`src/rtl/pcam_pkg.sv`:
```
// Shared opcode type for the priority-resolved CAM.
package pcam_pkg;
    typedef enum logic [1:0] {
        OP_NOP   = 2'b00,
        OP_READ  = 2'b01,
        OP_WRITE = 2'b10,
        OP_INVAL = 2'b11
    } pcam_op_e;
endpackage

```
`src/rtl/cam_store.sv`:
```
// Entry storage and tag comparators.
// Holds N entries of tag, data and a valid flag. It compares two search keys
// against every entry in parallel and reports one match vector per key. Write
// and invalidate arrive on separate enables and are assumed never to be active
// in the same cycle (the opcode decode guarantees this). Invalidate clears
// every entry that matches either key.
module cam_store #(
    parameter int N  = 32,
    parameter int TW = 8,
    parameter int DW = 8,
    parameter int IW = $clog2(N)
) (
    input  logic            clk,
    input  logic            rst_n,
    input  logic            wr_en,
    input  logic [IW-1:0]   wr_idx,
    input  logic [TW-1:0]   wr_tag,
    input  logic [DW-1:0]   wr_data,
    input  logic            inv_en,
    input  logic [TW-1:0]   key_a,
    input  logic [TW-1:0]   key_b,
    output logic [N-1:0]    match_a,
    output logic [N-1:0]    match_b,
    output logic [N*DW-1:0] data_flat
);
    logic [N-1:0]  valid;
    logic [TW-1:0] tags [N];
    logic [DW-1:0] vals [N];

    for (genvar g = 0; g < N; g++) begin : g_entry
        // Comparators: a hit needs a valid entry with an equal tag.
        assign match_a[g] = valid[g] && (tags[g] == key_a);
        assign match_b[g] = valid[g] && (tags[g] == key_b);
        assign data_flat[g*DW +: DW] = vals[g];

        // Valid flag: reset clears it, a write sets it, a matching invalidate clears it.
        always_ff @(posedge clk) begin
            if (!rst_n)
                valid[g] <= 1'b0;
            else if (wr_en && wr_idx == IW'(g))
                valid[g] <= 1'b1;
            else if (inv_en && (match_a[g] || match_b[g]))
                valid[g] <= 1'b0;
        end

        // Payload: loaded by a write to this entry only.
        always_ff @(posedge clk) begin
            if (wr_en && wr_idx == IW'(g)) begin
                tags[g] <= wr_tag;
                vals[g] <= wr_data;
            end
        end
    end

    // A written entry is valid on the next cycle.
    assert_write_sets_valid_R2: assert property (@(posedge clk) disable iff (!rst_n)
        wr_en |=> valid[$past(wr_idx)])
        else $error("write did not set valid");

    // Nothing that matched an invalidate key survives.
    assert_inval_clears_R6: assert property (@(posedge clk) disable iff (!rst_n)
        inv_en |=> ((valid & $past(match_a | match_b)) == '0))
        else $error("invalidate left a matching entry");
endmodule

```
`src/rtl/prio_pick.sv`:
```
// Fixed-priority encoder.
// Reports whether any request bit is set and gives the index of the lowest
// set bit. Bit 0 has the highest priority.
module prio_pick #(
    parameter int N  = 32,
    parameter int IW = $clog2(N)
) (
    input  logic [N-1:0]  req,
    output logic          hit,
    output logic [IW-1:0] idx
);
    logic [N-1:0] below_mask;

    // Scan from the top down so that the lowest set bit is written last.
    always_comb begin
        idx = '0;
        for (int i = N - 1; i >= 0; i--) begin
            if (req[i]) idx = IW'(i);
        end
        hit = |req;
    end

    // Mask of the bits below the chosen index, used only by the check.
    always_comb begin
        below_mask = (N'(1) << idx) - N'(1);
        if (hit) begin
            assert_lowest_wins_R4: assert (req[idx] && ((req & below_mask) == '0))
                else $error("encoder did not pick lowest request");
        end
    end
endmodule

```
`src/rtl/pcam_top.sv`:
```
// Priority-resolved dual-port CAM, top level.
// Decodes the 32-bit instruction into one write, two invalidates or two
// searches. Each search resolves to its lowest-indexed matching entry. The
// results are registered into a 32-bit word that changes only on search
// instructions. Reset is synchronous and active low.
module pcam_top #(
    parameter int N     = 32,
    parameter int TW    = 8,
    parameter int DW    = 8,
    parameter int WORD  = 32
) (
    input  logic            clk,
    input  logic            rst_n,
    input  logic [WORD-1:0] instr_i,
    output logic [WORD-1:0] result_o
);
    import pcam_pkg::*;

    localparam int IW     = $clog2(N);
    localparam int PORT_W = 1 + IW + DW;
    localparam int PAD_W  = WORD - 2 * PORT_W;

    pcam_op_e       op;
    logic           wr_en, inv_en, rd_en;
    logic [TW-1:0]  key_a, key_b;
    logic [N-1:0]   match_a, match_b;
    logic [N*DW-1:0] data_flat;
    logic           hit_a, hit_b;
    logic [IW-1:0]  idx_a, idx_b;
    logic [DW-1:0]  dat_a, dat_b;

    // Opcode and field decode; enables are held off while reset is active.
    always_comb begin
        op     = pcam_op_e'(instr_i[WORD-1 -: 2]);
        wr_en  = rst_n && (op == OP_WRITE);
        inv_en = rst_n && (op == OP_INVAL);
        rd_en  = rst_n && (op == OP_READ);
        key_a  = instr_i[2*TW-1:TW];
        key_b  = instr_i[TW-1:0];
    end

    cam_store #(.N(N), .TW(TW), .DW(DW), .IW(IW)) u_store (
        .clk       (clk),
        .rst_n     (rst_n),
        .wr_en     (wr_en),
        .wr_idx    (instr_i[DW+TW+IW-1:DW+TW]),
        .wr_tag    (instr_i[DW+TW-1:DW]),
        .wr_data   (instr_i[DW-1:0]),
        .inv_en    (inv_en),
        .key_a     (key_a),
        .key_b     (key_b),
        .match_a   (match_a),
        .match_b   (match_b),
        .data_flat (data_flat)
    );

    prio_pick #(.N(N), .IW(IW)) u_pick_a (.req(match_a), .hit(hit_a), .idx(idx_a));
    prio_pick #(.N(N), .IW(IW)) u_pick_b (.req(match_b), .hit(hit_b), .idx(idx_b));

    // Winner data select, forced to zero on a miss.
    always_comb begin
        dat_a = hit_a ? data_flat[idx_a*DW +: DW] : '0;
        dat_b = hit_b ? data_flat[idx_b*DW +: DW] : '0;
    end

    // Result register: loads only on a search, cleared by reset.
    always_ff @(posedge clk) begin
        if (!rst_n)
            result_o <= '0;
        else if (rd_en)
            result_o <= {{PAD_W{1'b0}}, hit_a, idx_a, dat_a, hit_b, idx_b, dat_b};
    end

    // Non-search instructions leave the result word alone.
    assert_result_hold_R7: assert property (@(posedge clk) disable iff (!rst_n)
        (rst_n && !rd_en) |=> $stable(result_o))
        else $error("result changed on a non-search opcode");

    // A search answers one cycle later with the hit state of its port.
    assert_search_latency_R3: assert property (@(posedge clk) disable iff (!rst_n)
        rd_en |=> (result_o[2*PORT_W-1] == $past(|match_a)) && (result_o[PORT_W-1] == $past(|match_b)))
        else $error("search hit flag mismatch");

    // A miss reports zero index and zero data on both ports.
    assert_miss_zero_R5: assert property (@(posedge clk) disable iff (!rst_n)
        1'b1 |-> ((result_o[2*PORT_W-1] || result_o[2*PORT_W-2:PORT_W] == '0) &&
                  (result_o[PORT_W-1] || result_o[PORT_W-2:0] == '0)))
        else $error("miss carries nonzero fields");
endmodule

```
`config.mk`:
```
export PLATFORM = sky130hd
export DESIGN_NAME = pcam_top
export DESIGN_NICKNAME = d
export VERILOG_FILES = /design/src/rtl/pcam_pkg.sv /design/src/rtl/cam_store.sv /design/src/rtl/prio_pick.sv /design/src/rtl/pcam_top.sv
export SDC_FILE = /design/constraint.sdc
export NUM_CORES = 1
export LEC_CHECK = 0
export BUFFER_PORTS_ARGS = -buffer_cell sky130_fd_sc_hd__buf_2
export CAP_MARGIN = 5
export CORE_MARGIN = 10
export CORE_UTILIZATION = 54
export CTS_BUF_LIST = sky130_fd_sc_hd__clkbuf_2
export DETAILED_ROUTE_END_ITERATION = 12
export PLACE_DENSITY = 0.84
export SKIP_LAST_GASP = 1
export SYNTH_ARGS = -nofsm -noshare
export SYNTH_HDL_FRONTEND = slang
export SYNTH_HIERARCHICAL = 1
export SYNTH_SLANG_ARGS = --single-unit
```
`constraint.sdc`:
```
create_clock -name clk -period 4.15 [get_ports clk]
set_input_delay 0.6225 -clock clk [delete_from_list [all_inputs] [get_ports clk]]
set_output_delay 0.6225 -clock clk [all_outputs]
set_load 0.005 [all_outputs]
```
==> impl_metrics.env <==
export IMPL_drt_pass1_iter_count=6
export IMPL_cp_start_kind="flip-flop"
export IMPL_route_vias_total=23500
export IMPL_p_leak_nw=12.5
export IMPL_sw_frac_of_total_pct=26.7
export IMPL_fin_crit_ps=4090
export IMPL_finalInstanceArea_sq_um=37000
export IMPL_core_area_sq_um=56400
export IMPL_fin_worst_skew_ps=89.7
export IMPL_fin_nets=2945
export IMPL_grt_usage_pct=28.2
export IMPL_crit_end="result_o[5]$_SDFFE_PN0P_"
export IMPL_rsz0062_at_grt="true"
export IMPL_endpoint_kind="flip-flop"
export IMPL_die_area_sq_um=66800
export IMPL_drive_gt1_share_pct=32.4
export IMPL_report_final_slew_viol_count=0
export IMPL_max_freq_ghz=0.244
export IMPL_cts_buffers=147
export IMPL_dieWidth_um=258
export IMPL_cts_max_level=4
export IMPL_min_period_over_period_pct=98.7
export IMPL_grt_pass1_vias=23700
export IMPL_p_total_mw=11.3
export IMPL_async_reset_ff_share_pct=0
export IMPL_vdd_drop_max_uv=313
export IMPL_placed_area_sq_um=34900
export IMPL_cpMostUsedCell="buf_4"
export IMPL_avgSynthCellArea_sq_um=13.3
export IMPL_worstMarginPinSlew_ps=1070
export IMPL_cts_tree="built"
export IMPL_cp_arrival_ps=5360
export IMPL_clockBufferDepth=3
export IMPL_path_class="flip-flop to flip-flop"
export IMPL_final_setup_tns_ps=0
export IMPL_synth_edf_count=512
export IMPL_num_rows=87
export IMPL_power_internal_mw=8.28
export IMPL_antenna_found_initial=3
export IMPL_reg2reg_from="u_store/tags[1][122]$_DFFE_PP_"
export IMPL_crit_start="u_store/tags[1][122]$_DFFE_PP_"
export IMPL_setup_violations=0
export IMPL_dpl_hpwl_um=68100
export IMPL_clkPwrFrac_pct=35.7
export IMPL_yosysTopAreaCell="edfxtp_1"
export IMPL_p_per_area_nw_per_um2=305
export IMPL_ys_flop_type="edfxtp_1"
export IMPL_clkLatencyLatePin_ps=1380
export IMPL_combPwrFrac_pct=8.6
export IMPL_drt_iter0_drc=3003
export IMPL_sequentialPowerShare_pct=55.7
export IMPL_synth_cells=2315
export IMPL_clkTransAtPathRegs_ps=100
export IMPL_rrSetupSlack_ps=60
export IMPL_fin_ws_ps=55.4
export IMPL_grt_max_degree=34
export IMPL_dp_slack_ps=-737
export IMPL_ys_types=69
export IMPL_cts_root_buf="clkbuf_2"
export IMPL_io_buffers=52
export IMPL_slowest_delay_ps=550
export IMPL_synthTopCellsByArea="edfxtp_1 50%, xnor2_1 15%, mux4_2 4.8%, dfxtp_1 3.9%, mux2i_1 3.8%"
export IMPL_hold_viol=0
export IMPL_ant_nets=0
export IMPL_instances_no_fill=3793
export IMPL_wl_per_cell_um=25.5
export IMPL_max_slew_margin_pct=28.7
export IMPL_switchingPower_mw=3.02
export IMPL_cp_cell_sequence="xnor2_2 -> nand3_2 -> nor3_4 -> nor3b_2 -> nor3_1 -> o31ai_1 -> buf_4 -> o2111ai_2 -> a221oi_4 -> buf_12 -> buf_8 -> buf_4 -> mux4_1 -> nand3_1 -> nand4_1 -> o2111a_1"
export IMPL_io_pins=66
export IMPL_place_congestion=1.01
export IMPL_yosys_warnings=6
export IMPL_status="finished clean"
export IMPL_synthToLayoutAreaGrowth_pct=20.6
export IMPL_worst_path_max_delay_cell="mux4_1"
export IMPL_totalWireLength_um=96800
export IMPL_clock_sinks=572
export IMPL_die_y_um=258
export IMPL_drc=0
export IMPL_ys_ff_latch=572
export IMPL_place_inst=3474
export IMPL_routed_via_density=6.19
export IMPL_synth_top_area_share_pct=50.1
export IMPL_grt_pass1_wl_um=142000
export IMPL_start_util_pct=54.5
export IMPL_r2r_end="result_o[5]$_SDFFE_PN0P_"
export IMPL_worstPathRequired_ps=5420
export IMPL_synth_seq_area_share_pct=54.0
export IMPL_maxCapViolCount=0
export IMPL_critPathMaxFanout=7
export IMPL_grt_overflow=0
export IMPL_netlist_area_sq_um=30700
export IMPL_hp_class="primary input to flip-flop"
export IMPL_worstRegToRegCells=16
-- metal layers --
metal / share of wire, % / wire length [um] / track usage (%) / up-vias
met4: 5.0 / 4840 / 15.5 / 0
met1: 37 / 35500 / 34.9 / 11500
li1: - / - / - / 10100
met3: 11 / 10400 / 6.25 / 316
met5: 0 / 0 / 0 / -
met2: 48 / 46000 / 45.5 / 1580
-- flip-flops by register name (all words and copies together) (netlist names) --
| name | flops |
|---|---|
| u_store/tags | 256 |
| u_store/vals | 256 |
| u_store/valid | 32 |
| result_o | 28 |
-- placed cells by master (no fill, tap or decap), types with 36 or more instances in the layout --
| master | count |
|---|---|
| nand3_1 | 124 |
| nor3_2 | 40 |
| nor2_1 | 82 |
| buf_4 | 485 |
| nor3_1 | 50 |
| edfxtp_1 | 512 |
| mux2i_1 | 113 |
| dfxtp_1 | 60 |
| buf_2 | 36 |
| clkbuf_2 | 228 |
| mux4_2 | 66 |
| nand2_1 | 142 |
| xnor2_1 | 498 |
| nand4_1 | 105 |
-- stage by stage --
stage / hold slack, ps / util (%)
floorplan: 450 / -
global placement: 438 / 61.9
detailed placement: 444 / 61.9
CTS: 47.8 / 64.9
global route: 99.0 / 65.7
finish: 169 / 65.7
-- cells by family after synthesis --
group | synth area share, %
muxes | 10.2
xor gates and xnor gates | 14.6
buffers and inverters | 4.21
and+or+nand+nor | 10.8
AOI/OAI and AO/OA | 6.19
other | 0.0122
DFF | 54.0
-- power by group through the flow --
stage               sequential [mW]  combinational (mW)  clock, mW
finish                         6.29               0.974       4.03
global route                   6.29                1.01       4.37
CTS                            6.29               0.934       4.07
detailed placement             6.42               0.911          0
global placement               6.42               0.883          0
floorplan                      6.42               0.503          0
-- synth_stat cells, drive strengths merged (8+ instances only) --
| cell | count |
|---|---|
| mux2 | 12 |
| nor2b | 16 |
| buf | 114 |
| clkbuf | 26 |
| mux4 | 79 |
| o22a | 10 |
| o211a | 17 |
| a22oi | 22 |
| o21ai | 27 |
| a2111oi | 13 |
| or4 | 8 |
| a31oi | 15 |
| dfxtp | 60 |
| a21oi | 23 |
| nor2 | 82 |
| nand3 | 126 |
| nor4 | 14 |
| o2111a | 8 |
| edfxtp | 512 |
| nand2 | 142 |
| nand4 | 105 |
| o221a | 15 |
| mux2i | 117 |
| a21o | 10 |
| a22o | 10 |
| nor3 | 93 |
| o221ai | 17 |
| xnor2 | 512 |
| a221oi | 10 |
| inv | 18 |
| o31ai | 8 |
| a211oi | 12 |
-- cell type report --
type | instances | area, sq um
Antenna cell | 7 | 17.5
Fill cell | 4077 | 19400
Clock inverter | 40 | 234
Inverter | 18 | 67.6
Clock buffer | 228 | 1140
Tap cell | 756 | 946
Timing Repair Buffer | 586 | 4850
Multi-Input combinational cell | 1586 | 13200
Sequential cell | 572 | 16600
-- timing repair --
action,4_1_cts,5_1_grt
buffers inserted,4,16
endpoints found under the hold margin,411,0
hold buffers,24,0
cloned,0,1
resized for setup,6,49
endpoints found under the setup margin,11,16
pin swaps,4,13
-- worst min path at each step --
stage | startpoint | end | slack (ps) | depth (start not counted)
after floorplan | result_o[10]$_SDFFE_PN0P_ | result_o[10]$_SDFFE_PN0P_ | 450 | 2
after global placement | result_o[11]$_SDFFE_PN0P_ | result_o[11]$_SDFFE_PN0P_ | 440 | 2
after detailed placement | result_o[9]$_SDFFE_PN0P_ | result_o[9]$_SDFFE_PN0P_ | 440 | 2
after CTS | instr_i[13] | u_store/tags[1][109]$_DFFE_PP_ | 50 | 2
after global routing | instr_i[10] | u_store/tags[1][106]$_DFFE_PP_ | 100 | 2
final | instr_i[11] | u_store/tags[1][35]$_DFFE_PP_ | 170 | 2
-- critical path, delay by kind of cell, from the launching register on --
family                 cells  cell delay [ps]
AO/OA/AOI/OAI              4             1100
AND/OR/NAND/NOR            6              980
buffers and inverters      4              660
multiplexers               1              550
flip-flops                 1              480
XOR/XNOR                   1              210
Note: power is estimated with default switching activity, not from simulation.
